===== config.mk =====
export PLATFORM = sky130hd
export DESIGN_NAME = pgrd_seq
export DESIGN_NICKNAME = d
export VERILOG_FILES = /design/src/rtl/pgrd_pkg.sv /design/src/rtl/pgrd_addr_map.sv /design/src/rtl/pgrd_page_tag.sv /design/src/rtl/pgrd_timer.sv /design/src/rtl/pgrd_ctrl.sv /design/src/rtl/pgrd_seq.sv
export SDC_FILE = /design/constraint.sdc
export NUM_CORES = 1
export LEC_CHECK = 0
export ABC_AREA = 1
export CELL_PAD_IN_SITES_DETAIL_PLACEMENT = 0
export CELL_PAD_IN_SITES_GLOBAL_PLACEMENT = 1
export CORE_ASPECT_RATIO = 0.9
export CORE_MARGIN = 2
export CORE_UTILIZATION = 35
export DETAILED_ROUTE_END_ITERATION = 10
export PLACE_DENSITY_LB_ADDON = 0.1
export SETUP_SLACK_MARGIN = 0.4
export SYNTH_ARGS = -nofsm -noshare
export SYNTH_HDL_FRONTEND = slang
export SYNTH_SLANG_ARGS = --single-unit

===== constraint.sdc =====
create_clock -name clk -period 3.9 [get_ports clk]
set_clock_uncertainty 0.15 [all_clocks]
set_input_delay 0.78 -clock clk [delete_from_list [all_inputs] [get_ports clk]]
set_output_delay 0.78 -clock clk [all_outputs]
set_load 0.01 [all_outputs]

===== src/rtl/pgrd_pkg.sv =====
package pgrd_pkg;

  // Widest in-page offset (32-byte page) in address bits.
  localparam int unsigned OFS_W = 5;

  typedef enum logic [2:0] {
    ST_IDLE  = 3'd0,
    ST_SETUP = 3'd1,
    ST_PULSE = 3'd2,
    ST_HOLD  = 3'd3,
    ST_PAGE  = 3'd4
  } seq_state_t;

  // Low-address bits that select data inside a page, per size code.
  function automatic logic [OFS_W-1:0] page_low_mask(input logic [1:0] sz);
    logic [OFS_W-1:0] m;
    unique case (sz)
      2'd0:    m = 5'b00011;
      2'd1:    m = 5'b00111;
      2'd2:    m = 5'b01111;
      default: m = 5'b11111;
    endcase
    return m;
  endfunction

  // Byte-lane address bits the memory ignores, per width code.
  function automatic logic [1:0] lane_drop_mask(input logic [1:0] bw);
    logic [1:0] m;
    unique case (bw)
      2'd0:    m = 2'b00;
      2'd1:    m = 2'b01;
      default: m = 2'b11;
    endcase
    return m;
  endfunction

endpackage


===== src/rtl/pgrd_addr_map.sv =====
module pgrd_addr_map #(
  parameter int unsigned ADDR_W = 26
) (
  input  logic [ADDR_W-1:0] addr_i,
  input  logic [1:0]        page_sz_i,
  input  logic [1:0]        bus_w_i,
  output logic [ADDR_W-1:0] mem_addr_o,
  output logic [ADDR_W-1:0] tag_o
);
  import pgrd_pkg::*;

  localparam int unsigned LANE_W = 2;

  logic [OFS_W-1:0]  pmask;
  logic [LANE_W-1:0] dmask;

  assign pmask = page_low_mask(page_sz_i);
  assign dmask = lane_drop_mask(bus_w_i);

  // Per-bit selection: lane bits may be dropped, offset bits are removed
  // from the tag, upper bits pass through to both.
  for (genvar b = 0; b < ADDR_W; b++) begin : g_bit
    if (b < LANE_W) begin : g_lane
      assign mem_addr_o[b] = addr_i[b] & ~dmask[b];
      assign tag_o[b]      = 1'b0;
    end else if (b < OFS_W) begin : g_ofs
      assign mem_addr_o[b] = addr_i[b];
      assign tag_o[b]      = addr_i[b] & ~pmask[b];
    end else begin : g_up
      assign mem_addr_o[b] = addr_i[b];
      assign tag_o[b]      = addr_i[b];
    end
  end

endmodule


===== src/rtl/pgrd_page_tag.sv =====
module pgrd_page_tag #(
  parameter int unsigned ADDR_W = 26
) (
  input  logic              clk,
  input  logic              rst_n,
  input  logic              load_i,
  input  logic              clear_i,
  input  logic [ADDR_W-1:0] tag_i,
  output logic              hit_o
);
  logic [ADDR_W-1:0] tag_q;
  logic              vld_q;
  logic              vld_d;
  logic              vld_en;

  assign vld_en = load_i | clear_i;
  assign vld_d  = load_i;

  always_ff @(posedge clk or negedge rst_n) begin
    if (!rst_n) begin
      tag_q <= '0;
    end else if (load_i) begin
      tag_q <= tag_i;
    end
  end

  always_ff @(posedge clk or negedge rst_n) begin
    if (!rst_n) begin
      vld_q <= 1'b0;
    end else if (vld_en) begin
      vld_q <= vld_d;
    end
  end

  assign hit_o = vld_q && (tag_q == tag_i);

endmodule


===== src/rtl/pgrd_timer.sv =====
module pgrd_timer #(
  parameter int unsigned CNT_W = 8
) (
  input  logic             clk,
  input  logic             rst_n,
  input  logic             load_i,
  input  logic [CNT_W-1:0] len_i,
  output logic             last_o
);
  localparam logic [CNT_W-1:0] ONE = CNT_W'(1);

  logic [CNT_W-1:0] cnt_q;
  logic [CNT_W-1:0] cnt_d;
  logic             cnt_en;

  always_comb begin
    cnt_d  = cnt_q;
    cnt_en = 1'b0;
    if (load_i) begin
      cnt_en = 1'b1;
      cnt_d  = (len_i == '0) ? ONE : len_i;
    end else if (cnt_q > ONE) begin
      cnt_en = 1'b1;
      cnt_d  = cnt_q - ONE;
    end
  end

  always_ff @(posedge clk or negedge rst_n) begin
    if (!rst_n) begin
      cnt_q <= ONE;
    end else if (cnt_en) begin
      cnt_q <= cnt_d;
    end
  end

  assign last_o = (cnt_q <= ONE);

endmodule


===== src/rtl/pgrd_ctrl.sv =====
module pgrd_ctrl #(
  parameter int unsigned CNT_W = 8
) (
  input  logic             clk,
  input  logic             rst_n,
  input  logic             cfg_page_en,
  input  logic [CNT_W-1:0] cfg_first_cyc,
  input  logic [CNT_W-1:0] cfg_next_cyc,
  input  logic [CNT_W-1:0] cfg_setup_cyc,
  input  logic [CNT_W-1:0] cfg_pulse_cyc,
  input  logic [CNT_W-1:0] cfg_hold_cyc,
  input  logic             req_valid_i,
  output logic             req_ready_o,
  input  logic             page_hit_i,
  input  logic             tmr_last_i,
  output logic             tmr_load_o,
  output logic [CNT_W-1:0] tmr_len_o,
  output logic             tag_load_o,
  output logic             tag_clear_o,
  output logic             capture_o,
  output logic             strobe_o
);
  import pgrd_pkg::*;

  seq_state_t state_q;
  seq_state_t state_d;

  always_comb begin
    state_d     = state_q;
    req_ready_o = 1'b0;
    tmr_load_o  = 1'b0;
    tmr_len_o   = cfg_first_cyc;
    tag_load_o  = 1'b0;
    tag_clear_o = 1'b0;
    capture_o   = 1'b0;
    unique case (state_q)
      ST_IDLE: begin
        req_ready_o = 1'b1;
        if (req_valid_i) begin
          tmr_load_o = 1'b1;
          if (cfg_page_en) begin
            state_d    = ST_PAGE;
            tmr_len_o  = cfg_first_cyc;
            tag_load_o = 1'b1;
          end else if (cfg_setup_cyc != '0) begin
            state_d   = ST_SETUP;
            tmr_len_o = cfg_setup_cyc;
          end else begin
            state_d   = ST_PULSE;
            tmr_len_o = cfg_pulse_cyc;
          end
        end
      end
      ST_SETUP: begin
        if (tmr_last_i) begin
          state_d    = ST_PULSE;
          tmr_load_o = 1'b1;
          tmr_len_o  = cfg_pulse_cyc;
        end
      end
      ST_PULSE: begin
        if (tmr_last_i) begin
          capture_o = 1'b1;
          if (cfg_hold_cyc != '0) begin
            state_d    = ST_HOLD;
            tmr_load_o = 1'b1;
            tmr_len_o  = cfg_hold_cyc;
          end else begin
            state_d = ST_IDLE;
          end
        end
      end
      ST_HOLD: begin
        if (tmr_last_i) begin
          state_d = ST_IDLE;
        end
      end
      ST_PAGE: begin
        if (tmr_last_i) begin
          capture_o   = 1'b1;
          req_ready_o = cfg_page_en;
          if (req_valid_i && cfg_page_en) begin
            tmr_load_o = 1'b1;
            tmr_len_o  = page_hit_i ? cfg_next_cyc : cfg_first_cyc;
            tag_load_o = 1'b1;
          end else begin
            state_d     = ST_IDLE;
            tag_clear_o = 1'b1;
          end
        end
      end
      default: state_d = ST_IDLE;
    endcase
  end

  always_ff @(posedge clk or negedge rst_n) begin
    if (!rst_n) begin
      state_q <= ST_IDLE;
    end else begin
      state_q <= state_d;
    end
  end

  assign strobe_o = (state_q == ST_PULSE) || (state_q == ST_PAGE);

endmodule


===== src/rtl/pgrd_seq.sv =====
module pgrd_seq #(
  parameter int unsigned ADDR_W = 26,
  parameter int unsigned DATA_W = 32,
  parameter int unsigned CNT_W  = 8
) (
  input  logic              clk,
  input  logic              rst_n,
  input  logic              cfg_page_en,
  input  logic [1:0]        cfg_page_sz,
  input  logic [1:0]        cfg_bus_w,
  input  logic [CNT_W-1:0]  cfg_first_cyc,
  input  logic [CNT_W-1:0]  cfg_next_cyc,
  input  logic [CNT_W-1:0]  cfg_setup_cyc,
  input  logic [CNT_W-1:0]  cfg_pulse_cyc,
  input  logic [CNT_W-1:0]  cfg_hold_cyc,
  input  logic              req_valid,
  output logic              req_ready,
  input  logic [ADDR_W-1:0] req_addr,
  output logic              rd_valid,
  output logic [DATA_W-1:0] rd_data,
  output logic [ADDR_W-1:0] mem_addr,
  output logic              mem_cs_n,
  output logic              mem_rd_n,
  input  logic [DATA_W-1:0] mem_data
);
  logic [ADDR_W-1:0] map_addr;
  logic [ADDR_W-1:0] map_tag;
  logic              page_hit;
  logic              tmr_last;
  logic              tmr_load;
  logic [CNT_W-1:0]  tmr_len;
  logic              tag_load;
  logic              tag_clear;
  logic              capture;
  logic              strobe;
  logic              accept;
  logic [ADDR_W-1:0] addr_q;
  logic [DATA_W-1:0] data_q;
  logic              vld_q;

  pgrd_addr_map #(.ADDR_W(ADDR_W)) u_map (
    .addr_i     (req_addr),
    .page_sz_i  (cfg_page_sz),
    .bus_w_i    (cfg_bus_w),
    .mem_addr_o (map_addr),
    .tag_o      (map_tag)
  );

  pgrd_page_tag #(.ADDR_W(ADDR_W)) u_tag (
    .clk     (clk),
    .rst_n   (rst_n),
    .load_i  (tag_load),
    .clear_i (tag_clear),
    .tag_i   (map_tag),
    .hit_o   (page_hit)
  );

  pgrd_timer #(.CNT_W(CNT_W)) u_tmr (
    .clk    (clk),
    .rst_n  (rst_n),
    .load_i (tmr_load),
    .len_i  (tmr_len),
    .last_o (tmr_last)
  );

  pgrd_ctrl #(.CNT_W(CNT_W)) u_ctrl (
    .clk           (clk),
    .rst_n         (rst_n),
    .cfg_page_en   (cfg_page_en),
    .cfg_first_cyc (cfg_first_cyc),
    .cfg_next_cyc  (cfg_next_cyc),
    .cfg_setup_cyc (cfg_setup_cyc),
    .cfg_pulse_cyc (cfg_pulse_cyc),
    .cfg_hold_cyc  (cfg_hold_cyc),
    .req_valid_i   (req_valid),
    .req_ready_o   (req_ready),
    .page_hit_i    (page_hit),
    .tmr_last_i    (tmr_last),
    .tmr_load_o    (tmr_load),
    .tmr_len_o     (tmr_len),
    .tag_load_o    (tag_load),
    .tag_clear_o   (tag_clear),
    .capture_o     (capture),
    .strobe_o      (strobe)
  );

  assign accept = req_valid & req_ready;

  always_ff @(posedge clk or negedge rst_n) begin
    if (!rst_n) begin
      addr_q <= '0;
    end else if (accept) begin
      addr_q <= map_addr;
    end
  end

  always_ff @(posedge clk or negedge rst_n) begin
    if (!rst_n) begin
      data_q <= '0;
    end else if (capture) begin
      data_q <= mem_data;
    end
  end

  always_ff @(posedge clk or negedge rst_n) begin
    if (!rst_n) begin
      vld_q <= 1'b0;
    end else begin
      vld_q <= capture;
    end
  end

  assign mem_addr = addr_q;
  assign mem_cs_n = ~strobe;
  assign mem_rd_n = ~strobe;
  assign rd_data  = data_q;
  assign rd_valid = vld_q;

endmodule


==> results.md <==
- Hold Violations, Final: 0
- Worst hold endpoint: rd_data[16]$_DFFE_PN0P_
- Iter 0 DRT Violations: 269
- Reg2reg path depth: 12
- Sequential element share of the synthesized area: 0.4660
- Largest net degree at the start of global routing: 83
- Die area: 15570 um2
- R2r startpoint: u_tmr.cnt_q[0]$_DFFE_PN1P_
- Critical setup path kind: flip-flop to output port
- Final setup viols: 0
- HP Start: rd_data[16]$_DFFE_PN0P_
- Io pins: 168
- Layout cells sized above 1: 0.07583
- Cell count after synthesis: 675
- Clock buffer depth: 2
- R2r setup slk: 1.06 ns
- Combinational family with the most area after synthesis: simple AND/OR/NAND/NOR gates
- First-pass GRT wire length: 24030 um
- Measured slew at the worst slew-check pin: 1.038 ns
- Yosys warnings: 0
- All-Layer GR Usage: 0.1892
- Reg-to-reg endpoint: mem_addr[24]$_DFFE_PN0P_
- Most frequent cells in the layout: 274 x nand2_1, 166 x clkdlybuf4s50_1, 94 x dfrtp_1
- Clock Latency Late Sink: 0.35 ns
- Antenna cells: 0
- CTS sink cnt: 95
- Root buf cell: clkbuf_16
- Routed vias: 4770
- Cell row count: 41
- CP Capture Type: output port
- Die width: 131.3 um
- PortBufs: 167
- Via/cell ratio: 4.600
- GPL Wtd Cong: 0.8220
- Maximum VDD drop: 0.3382 mV
- Number of clock buffers inserted by TritonCTS: 9
- Status: complete, no violations
- Worst-path fanout max: 19
- WL per Instance: 13.70 um
- Unrepaired setup endpoints after global routing: no
- Clk slew on worst S/H paths: 0.07 ns
- Core Region: 14160 um2
- Overflow left after global routing: 0
- Drt pass-1 iters: 5
- Residual DRC: 0
- Hold Path Stages: 2
- Commonest non-fill, non-tap cell in the layout: nand2_1
- Worst endpoint data arrival time: 2.37 ns
- Area after DPL: 6958 um2
- Die Y-Extent: 118.6 um
- Final nets: 947
- Power per cell area: 561.3 nW/um2
- Total of cells resized after clock tree synthesis: 0
- Tmin final: 3.302 ns
- Yosys cell types: 39
- Compound-Gate Fraction of Synth Area: 0.08090
- Syn Nets: 783
- Xor and xnor area share after synthesis: 0.03432
- Post-route ant nets: 0
- H-tree depth: 3
- Post-synthesis simple-gate area fraction: 0.3015
- Synth Cell Area: 5104 um2
- #FFs+latches synth: 95
- P_leak: 3.472 nW
- Fmax: 0.3028 GHz
- Final Util: 0.5129
- Initial antenna violation count: 0
- Crit start category: flip-flop
- Period utilization: 0.8467
- Via count of the first global-routing pass: 4952
- Total negative slack: 0 ns
- DRT Wirelength: 14210 um
- CTS tree: built
- Dpl hpwl: 10620 um
- Pins Over Slew Limit: 0
- Starting Density: 0.3605
- Cell area after layout: 7262 um2
- HP Class: flip-flop to flip-flop
- Post-synthesis mux area share: 0.03751
- Slew HR: 0.3083
- Max_cap viols: 0
- Setup crit start: u_tmr.cnt_q[1]$_DFFE_PN0P_
- Area delta synth->final: 42.29%
- Adder-Cell Fraction of Synth Area: 0.004903
- WP data required: 2.97 ns
- Mapped Avg Cell Area: 7.561 um2
==> worst max path at each step <==
stage          depth (start not counted)  slack, ns                    endpoint
3_3_place_gp                           4       0.78                   req_ready
4_1_cts                                9       0.58                   req_ready
2_1_floorplan                         15       1.56  u_tmr.cnt_q[0]$_DFFE_PN1P_
5_1_grt                                6       0.46                   req_ready
6_report                               9       0.60                   req_ready
3_5_place_dp                          17       0.72  u_tmr.cnt_q[0]$_DFFE_PN1P_
==> repair_timing <==
item,in CTS,in global routing
buffers inserted,1,0
endpoints found under the setup margin,1,0
hold buffers,0,0
==> synth_stat cells, drive strengths merged <==
| library cell | n | area, um2 |
|---|---|---|
| nand2 | 276 | 1041 |
| a31oi | 2 | 12.51 |
| clkbuf | 9 | 33.78 |
| a21o | 1 | 7.510 |
| buf | 10 | 52.55 |
| o31a | 1 | 8.760 |
| dfrtp | 94 | 2352 |
| xor2 | 12 | 105.1 |
| a21oi | 13 | 68.82 |
| a21boi | 1 | 7.510 |
| clkinv | 2 | 7.510 |
| xnor2 | 8 | 70.07 |
| inv | 76 | 287.8 |
| or2 | 1 | 6.260 |
| nor3 | 2 | 10.01 |
| o31ai | 3 | 36.28 |
| nor2 | 53 | 239.0 |
| nor4 | 1 | 6.260 |
| o22ai | 9 | 56.30 |
| nand4 | 11 | 68.82 |
| o21ai | 36 | 183.9 |
| o211ai | 3 | 22.52 |
| ha | 2 | 25.02 |
| nand3 | 30 | 167.7 |
| dfstp | 1 | 26.28 |
| mux2 | 17 | 191.4 |
| o311ai | 1 | 8.760 |
==> state kept, by name, indices dropped and copies added, names as in the netlist <==
register / count
mem_addr: 26
rd_data: 32
rd_valid: 1
u_ctrl.state_q: 3
u_tag.tag_q: 24
u_tag.vld_q: 1
u_tmr.cnt_q: 8
==> critical path, cell delays in order (launching register included) <==
cell and delay (ns):
dfrtp_1 0.41, inv_1 0.10, ha_1 0.19, inv_1 0.09, nand2_1 0.07, nand2_1 0.09, nor2_4 0.17, inv_4 0.13
o31ai_4 0.21, clkdlybuf4s50_1 0.57
==> metal layers <==
metal	up-vias	wire length (um)	GRT usage
li1	2440	-	-
met1	2169	6534	0.2414
met2	145	6327	0.3023
met3	16	1109	0.07036
met4	0	240	0.05299
met5	-	0	0
==> cell type report <==
cell class | count | area, um2
clock buffer | 11 | 232.7
clock inverter | 5 | 63.81
fill | 1406 | 6897
inverter | 78 | 295.3
multi-input combinational | 483 | 2344
sequential | 95 | 2379
tap | 193 | 241.5
timing repair buffer | 172 | 1707
==> stage by stage <==
| step | cells | hold slack, ns | power, mW | worst slack, ns |
|---|---|---|---|---|
| floorplan | 675 | 0.3344 | 2.484 | 1.564 |
| global placement | 1020 | 0.3024 | 3.180 | 0.7846 |
| detailed placement | 1020 | 0.3074 | 3.195 | 0.7162 |
| CTS | 1037 | 0.3257 | 4.127 | 0.5813 |
| global route | 1037 | 0.3377 | 4.419 | 0.4615 |
| finish | 1037 | 0.3221 | 4.076 | 0.5979 |
==> where the power goes <==
part / switching, mW / internal (mW)
combinational: 0.898 / 0.814
clock: 0.384 / 0.506
sequential: 0.189 / 1.29
total: 1.47 / 2.60
==> kinds of logic (layout without fill, tap and decap cells) <==
logic type | after synthesis | after routing
AO/OA/AOI/OAI | 70 | 70
XOR/XNOR | 20 | 20
adder cells (fa/ha/maj) | 2 | 2
buffers and inverters | 97 | 266
flip-flops | 95 | 95
multiplexers | 17 | 17
AND/OR/NAND/NOR | 374 | 374
No activity file was read; power rests on OpenSTA's default activity.
